[src/rtl/gtmr_pkg.sv]
package gtmr_pkg;
  localparam int BYTE_W = 8;
  localparam int PS_W   = 2;

  typedef struct packed {
    logic [1:0]      rsv;
    logic [PS_W-1:0] ps;
    logic            gate_en;
    logic            nosync;
    logic            ext_src;
    logic            run;
  } ctl_t;
endpackage

[src/rtl/gtmr_edge.sv]
module gtmr_edge #(
  parameter int SYNC_STAGES = 2
) (
  input  logic clk,
  input  logic rst_n,
  input  logic run,
  input  logic nosync,
  input  logic ext_i,
  output logic rise_o
);
  logic [SYNC_STAGES-1:0] sq;
  logic cur, prev_q, armed_q, armed_d;

  generate
    if (SYNC_STAGES > 1) begin : g_chain
      always_ff @(posedge clk or negedge rst_n) begin
        if (!rst_n) sq <= '0;
        else        sq <= {sq[SYNC_STAGES-2:0], ext_i};
      end
    end else begin : g_one
      always_ff @(posedge clk or negedge rst_n) begin
        if (!rst_n) sq <= '0;
        else        sq <= ext_i;
      end
    end
  endgenerate

  always_comb begin
    cur     = nosync ? ext_i : sq[SYNC_STAGES-1];
    armed_d = run & (armed_q | ~cur);
    rise_o  = run & armed_q & cur & ~prev_q;
  end

  always_ff @(posedge clk or negedge rst_n) begin
    if (!rst_n) begin
      prev_q  <= 1'b0;
      armed_q <= 1'b0;
    end else begin
      prev_q  <= cur;
      armed_q <= armed_d;
    end
  end
endmodule

[src/rtl/gtmr_presc.sv]
module gtmr_presc #(
  parameter int PS_W = 2
) (
  input  logic            clk,
  input  logic            rst_n,
  input  logic            run,
  input  logic            clr,
  input  logic            pulse_i,
  input  logic [PS_W-1:0] sel,
  output logic            inc_o
);
  localparam int PC_W = (1 << PS_W) - 1;

  logic [PC_W-1:0] pcnt_q, pcnt_d, lim;
  logic            hit, pcnt_en;

  always_comb begin
    for (int i = 0; i < PC_W; i++) lim[i] = (i < int'(sel));
    hit     = pulse_i & (pcnt_q >= lim);
    inc_o   = hit;
    pcnt_en = clr | (run & pulse_i);
    if (clr)      pcnt_d = '0;
    else if (hit) pcnt_d = '0;
    else          pcnt_d = pcnt_q + PC_W'(1);
  end

  always_ff @(posedge clk or negedge rst_n) begin
    if (!rst_n)       pcnt_q <= '0;
    else if (pcnt_en) pcnt_q <= pcnt_d;
  end
endmodule

[src/rtl/gtmr_core.sv]
module gtmr_core #(
  parameter int BYTE_W = 8
) (
  input  logic                clk,
  input  logic                rst_n,
  input  logic                wr_lo,
  input  logic                wr_hi,
  input  logic [BYTE_W-1:0]   wr_data,
  input  logic                inc,
  input  logic                flag_clr,
  output logic [2*BYTE_W-1:0] cnt_o,
  output logic                flag_o
);
  localparam int CNT_W = 2 * BYTE_W;

  logic [BYTE_W-1:0] hi_q, lo_q, hi_d, lo_d;
  logic [CNT_W-1:0]  sum;
  logic              any_wr, wrap, flag_q, flag_d, cnt_en;

  always_comb begin
    any_wr = wr_lo | wr_hi;
    sum    = {hi_q, lo_q} + CNT_W'(1);
    wrap   = inc & ~any_wr & (&{hi_q, lo_q});
    cnt_en = any_wr | inc;
    hi_d   = hi_q;
    lo_d   = lo_q;
    if (any_wr) begin
      if (wr_lo) lo_d = wr_data;
      if (wr_hi) hi_d = wr_data;
    end else begin
      {hi_d, lo_d} = sum;
    end
    flag_d = wrap | (flag_q & ~flag_clr);
  end

  always_ff @(posedge clk or negedge rst_n) begin
    if (!rst_n) begin
      hi_q <= '0;
      lo_q <= '0;
    end else if (cnt_en) begin
      hi_q <= hi_d;
      lo_q <= lo_d;
    end
  end

  always_ff @(posedge clk or negedge rst_n) begin
    if (!rst_n) flag_q <= 1'b0;
    else        flag_q <= flag_d;
  end

  assign cnt_o  = {hi_q, lo_q};
  assign flag_o = flag_q;
endmodule

[src/rtl/gtmr16.sv]
module gtmr16
  import gtmr_pkg::*;
#(
  parameter int SYNC_STAGES = 2
) (
  input  logic                clk,
  input  logic                rst_n,
  input  logic [7:0]          ctl,
  input  logic                tick_en,
  input  logic                ext_clk,
  input  logic                gate_in,
  input  logic                wr_lo,
  input  logic                wr_hi,
  input  logic [BYTE_W-1:0]   wr_data,
  input  logic                flag_clr,
  input  logic                ie_tmr,
  input  logic                ie_per,
  input  logic                ie_glb,
  output logic [2*BYTE_W-1:0] cnt_o,
  output logic                flag_o,
  output logic                irq_o
);
  ctl_t c;
  logic rise, src, gate_ok, pulse, inc;

  assign c = ctl_t'(ctl);

  gtmr_edge #(.SYNC_STAGES(SYNC_STAGES)) u_edge (
    .clk(clk), .rst_n(rst_n), .run(c.run), .nosync(c.nosync),
    .ext_i(ext_clk), .rise_o(rise)
  );

  always_comb begin
    src     = c.ext_src ? rise : tick_en;
    gate_ok = ~c.gate_en | gate_in;
    pulse   = c.run & gate_ok & src;
  end

  gtmr_presc #(.PS_W(PS_W)) u_presc (
    .clk(clk), .rst_n(rst_n), .run(c.run), .clr(wr_lo | wr_hi),
    .pulse_i(pulse), .sel(c.ps), .inc_o(inc)
  );

  gtmr_core #(.BYTE_W(BYTE_W)) u_core (
    .clk(clk), .rst_n(rst_n), .wr_lo(wr_lo), .wr_hi(wr_hi),
    .wr_data(wr_data), .inc(inc), .flag_clr(flag_clr),
    .cnt_o(cnt_o), .flag_o(flag_o)
  );

  assign irq_o = flag_o & ie_tmr & ie_per & ie_glb;
endmodule

[config.mk]
export PLATFORM = sky130hd
export DESIGN_NAME = gtmr16
export DESIGN_NICKNAME = d
export VERILOG_FILES = /design/src/rtl/gtmr_pkg.sv /design/src/rtl/gtmr_edge.sv /design/src/rtl/gtmr_presc.sv /design/src/rtl/gtmr_core.sv /design/src/rtl/gtmr16.sv
export SDC_FILE = /design/constraint.sdc
export NUM_CORES = 1
export LEC_CHECK = 0
export ABC_AREA = 1
export ABC_CLOCK_PERIOD_IN_PS = 2200
export BUFFER_PORTS_ARGS = -buffer_cell sky130_fd_sc_hd__clkbuf_2
export CORE_ASPECT_RATIO = 1.5
export CORE_UTILIZATION = 50
export CTS_BUF_LIST = sky130_fd_sc_hd__clkbuf_4 sky130_fd_sc_hd__clkbuf_8
export CTS_CLUSTER_SIZE = 12
export DETAILED_ROUTE_END_ITERATION = 10
export HOLD_SLACK_MARGIN = 0.02
export PLACE_DENSITY = 0.76
export SETUP_SLACK_MARGIN = 0.3
export SYNTH_ARGS = -nofsm -noshare
export SYNTH_HDL_FRONTEND = slang
export SYNTH_SLANG_ARGS = --single-unit
[constraint.sdc]
create_clock -name clk -period 2.2 [get_ports clk]
set_clock_uncertainty 0.2 [all_clocks]
set_input_delay 0.22 -clock clk [delete_from_list [all_inputs] [get_ports clk]]
set_output_delay 0.22 -clock clk [all_outputs]
set_load 0.05 [all_outputs]
## Word-level counts from Yosys, hierarchy flattened

Index checks and enable logic that the tools add are counted.

| word-level totals | value |
|---|---|
| register bits after elaboration | 24 |
| bits of input ports | 27 |
| output and inout port bits | 18 |
| logic and storage cells | 51 |

| operators by class | value |
|---|---|
| $add $sub $neg | 2 |
| order comparisons | 4 |
| equal/unequal tests | 2 |
| muxes and demuxes | 8 |
| bitwise operators | 25 |
| reduce and logical (&&, ||, !) cells | 3 |

Operators with widths:

| kind | number |
|---|---|
| 2-to-1 mux 8 bit | 4 |
| adder 16 x 1 -> 16 bit (second input constant) | 1 |
| AND reduction 16 bit | 1 |
| AND 1 bit | 14 |
| 2-to-1 mux 3 bit | 2 |
| OR 1 bit | 6 |
| inverter 1 bit | 5 |
| < comparator 1 x 2 -> 1 bit (first input constant) | 2 |
| != test 2 bit (second input constant) | 2 |
| AND reduction 2 bit | 2 |
| adder 3 x 1 -> 3 bit (second input constant) | 1 |
| greater-or-equal comparator 3 bit | 1 |
| < comparator 2 bit (first input constant) | 1 |
| 2-to-1 mux 1 bit | 2 |

## Longest topological paths before layout

| logic depth | value |
|---|---|
| depth in word-level cells | 9 |
| gate-level depth with buffers | 10 |

## Hierarchy

A second synthesis with hierarchy kept.

| second synthesis, totals | value |
|---|---|
| cell total of the unflattened synthesis | 248 |
| area total of the unflattened synthesis | 1696.6 um^2 |

Modules (own cells, without submodules):

| module | instances | cells an instance | area each (um^2) |
|---|---|---|---|
| gtmr_core | 1 | 185 | 1224.9 |
| gtmr_presc | 1 | 35 | 265.3 |
| gtmr_edge | 1 | 14 | 148.9 |
| gtmr16 | 1 | 14 | 57.6 |

## Worst setup path after synthesis

No wires, ideal clock.

| timing path | value |
|---|---|
| path type | register to register |
| start | register u_core.lo_q[1] |
| end | register u_core.hi_q[4] |
| setup time | 119 ps |
| data arrival time | 1600 ps |
| path slack | 281 ps |
| stages on the path, launching flop included | 11 |
| buffers on the path | 0 |
| clock period less this slack | 1919 ps |
| cell sequence | dfrtp_1 -> ha_1 -> nand2_1 -> nor2_2 -> nand3_1 -> nand2_1 -> nand2_1 -> nand2_1 -> nand2_1 -> nand2_1 -> o21ai_2 |

| on the way | value |
|---|---|
| word-level cells in the longest chain between the ends | 2 |

RTL lines:

| item | line | text |
|---|---|---|
| start: declaration | gtmr_core.sv:16 | `logic [BYTE_W-1:0] hi_q, lo_q, hi_d, lo_d;` |
| start signal: assignment | gtmr_core.sv:42 | `lo_q <= lo_d;` |
| adder 16 x 1 -> 16 bit | gtmr_core.sv:22 | `sum = {hi_q, lo_q} + CNT_W'(1);` |
| 2-to-1 mux 8 bit | gtmr_core.sv:27 | `if (any_wr) begin` |
| end signal: assignment | gtmr_core.sv:41 | `hi_q <= hi_d;` |
| end: declaration | gtmr_core.sv:16 |  |

No other way between the ends.
A chain may end at the register's enable or synchronous reset.

## Worst setup path after layout

| timing path | value |
|---|---|
| start | register u_presc.pcnt_q[2] |
| end | register u_core.lo_q[4] |

| on the way | value |
|---|---|
| word-level cells in the longest chain between the ends | 4 |

RTL lines:

| item | line | text |
|---|---|---|
| start: declaration | gtmr_presc.sv:14 | `logic [PC_W-1:0] pcnt_q, pcnt_d, lim;` |
| start signal: assignment | gtmr_presc.sv:29 | `else if (pcnt_en) pcnt_q <= pcnt_d;` |
| greater-or-equal comparator 3 bit | gtmr_presc.sv:19 | `hit = pulse_i & (pcnt_q >= lim);` |
| AND 1 bit | gtmr_presc.sv:19 |  |
| OR 1 bit | gtmr_core.sv:24 | `cnt_en = any_wr \| inc;` |
| AND reduction 2 bit (no line) | -- |  |

No other way between the ends.

==> results.ini <==
[die]
design.core.area_um2=3159
rows=25
dieArea_um2=3591
die_w_um=49.27
pin_count=45
start_util_pct=53.03
dieHeight_um=72.90

[placed_design]
dp_hpwl_um=3060
dp_slack_ps=260.1
port_buffers=42
placedCellCount=326
postPlaceCellArea_um2=1933
place.gp.congestion=0.9306

[layout]
stdcell_area_um2=2057
final_common_cell=nand2_1
drive_gt1_share_pct=27.80
layoutNonFillerInstCount=335
area_growth_pct=22.78
antennaDiodeCount=0
nets=328
layout_common_cells=nand2_1, clkbuf_2, nand3_1

[global_route]
grt_max_degree=25
grt_pass1_wl_um=7072
antenna_found_initial=0
grt_overflow=0
grt_pass1_vias=1655
grtUsageTotal_pct=25.56

[setup_path]
path_class=flop to flop
worst_path_max_delay_cell=dfrtp_1
critPathMaxStageDelay_ps=410
cp_num_buf_inv=1
crit_arrival_ps=1820
cp.depth=7
reg2reg_depth=7
cp.required_ps=2210
crit_path_start_kind=flop
path_cells=ha_1, a21oi_2, nand3_2, nand4_4, buf_4, nand3_1, nand2_1
crit_fanout=7
cp_top_family=simple AND/OR/NAND/NOR gates
critPathCaptureType=flop

[clock_tree]
cts_tree=yes
clock_sinks=24
cts_max_path_buffers=2
post_cts_buffers=0
insertion_delay_ps=270
root_buffer=clkbuf_8
path_clk_slew_ps=80
cts-htree-levels=1
cts_buffers=3

[synthesis]
synthArstFlopShare_pct=100.0
synth_mux_area_share_pct=0
synthAdderAreaFrac_pct=3.734
synth-edff-count=0
syn_avg_cell_area_um2=6.866
yosys.area_share.xor_xnor_pct=1.046
ys_seq_area_share_pct=35.85
synth_top_area_cell=dfrtp_1
syn_nets=276
synthFlopType=dfrtp_1
yosys.area_share.simple_pct=44.14
ys_top_cells_by_area=dfrtp_1, nand2_1, nand3_1, inv_1, nor2_1
yosysWarningCount=0
synth_compound_area_share_pct=7.916
synth_top_area_share_pct=35.85
netlist-cell-type-count=29
syn_area_um2=1675
synth_cells=244
ys_ff_latch=24
synth_top_family_by_area=simple AND/OR/NAND/NOR gates

[route]
met1_length_um=1607
dr_wl_met2_um=2170
vias=1740
wire_per_inst_um=12.07
top_layer_used=met4
viasPerCell=5.194
drtPass1Iterations=4
route.detailed.drc=0
routed_wirelength_um=4044
met3_length_um=115
ant_nets=0
drtIter0Drc=43

[outcome]
status=complete, no violations

[sta]
timing.final.hold_violations=0
drv_slew=0
rsz0062_at_grt=no
tightest_slew_ps=594.3
finalWorstSetupSlack_ps=393.8
slew_headroom_pct=60.38
setup_viol=0
fin_crit_sh_pct=82.10
min_period_ps=1806
tns_ps=0
fmax_mhz=553.7

[power_and_ir_drop]
power.density_nw_per_um2=593.4
leakage_nw=1.099
total_power_w=0.001221
ir_drop_mv=0.4688

[hold_path]
hold_class=primary input to flop
holdPathStages=5

[run]
cap_violations=0

[synthesized netlist by cell type, types with 2 or more instances]
cell,number
nor2_1,18
inv_2,2
nand2_2,9
nand3_1,27
nor2_2,7
o21ai_0,10
nand4_1,4
o21ai_1,5
nand2_1,91
buf_6,2
ha_1,5
dfrtp_1,24
or2_2,2
inv_1,20
a21oi_1,3
o21ai_2,2
[registers in the layout, indices dropped and copies added (netlist names)]
signal	cells
u_edge.sq	2
u_core.hi_q	8
u_edge.prev_q	1
u_presc.pcnt_q	3
u_edge.armed_q	1
u_core.lo_q	8
u_core.flag_o	1
[per-layer routing]
metal  global-route usage [%]  vias up
met1                    28.46      795
met3                    2.500       15
li1                         -      884
met2                    47.49       46
met5                        0        -
met4                    13.07        0
[logic make-up after synthesis]
| family | Yosys count |
|---|---|
| fa+ha+maj | 5 |
| flops | 24 |
| xor+xnor | 2 |
| buf+inv | 27 |
| compound gates | 23 |
| simple gates | 163 |
[area by class of cell]
class,instances,area (um^2)
clock buffers,4,55.05
fillers,307,1102
well taps,40,50.05
repair buffers,51,290.3
inverters,23,87.58
flip-flops and latches,24,603.1
multi-input cells,193,970.9
[path summary, 6_finish.rpt]
path	slack, ps	start	to
hold reg to reg	170	u_edge.sq[0]	u_edge.sq[1]
hold / removal	50	wr_data[5]	u_core.hi_q[5]
setup / recovery	390	u_presc.pcnt_q[2]	u_core.lo_q[4]
min in group asynchronous	280	rst_n	u_core.lo_q[0]
setup reg to reg	390	u_presc.pcnt_q[2]	u_core.lo_q[4]
max in group asynchronous	1100	rst_n	u_core.lo_q[1]
[per-stage QoR]
| step | utilization [%] | hold slack [ps] |
|---|---|---|
| after CTS | 64.51 | 53.61 |
| after global routing | 65.11 | 84.27 |
| final | 65.11 | 54.37 |
| after floorplan | - | -275.6 |
| after global placement | 61.19 | 53.46 |
| after detailed placement | 61.19 | 58.71 |
[worst min-delay path: cells and delay by family]
family	cells	cell delay [ps]
and+or+nand+nor	4	200
buffers and inverters	1	80
[report_power, final]
part	switching [W]	leakage (nW)	internal, W
Combinational	0.000268	0.772	0.000112
Clock	0.000140	0.0288	0.000160
Sequential	0.0000592	0.299	0.000481
Total	0.000467	1.10	0.000753
[repair_timing]
action | 4_1_cts | 5_1_grt
gates resized for setup | 0 | 4
hold endpoints to repair | 28 | 0
setup endpoints to repair | 0 | 16
hold buffers | 5 | 0
(Power assumes the default switching activity.)
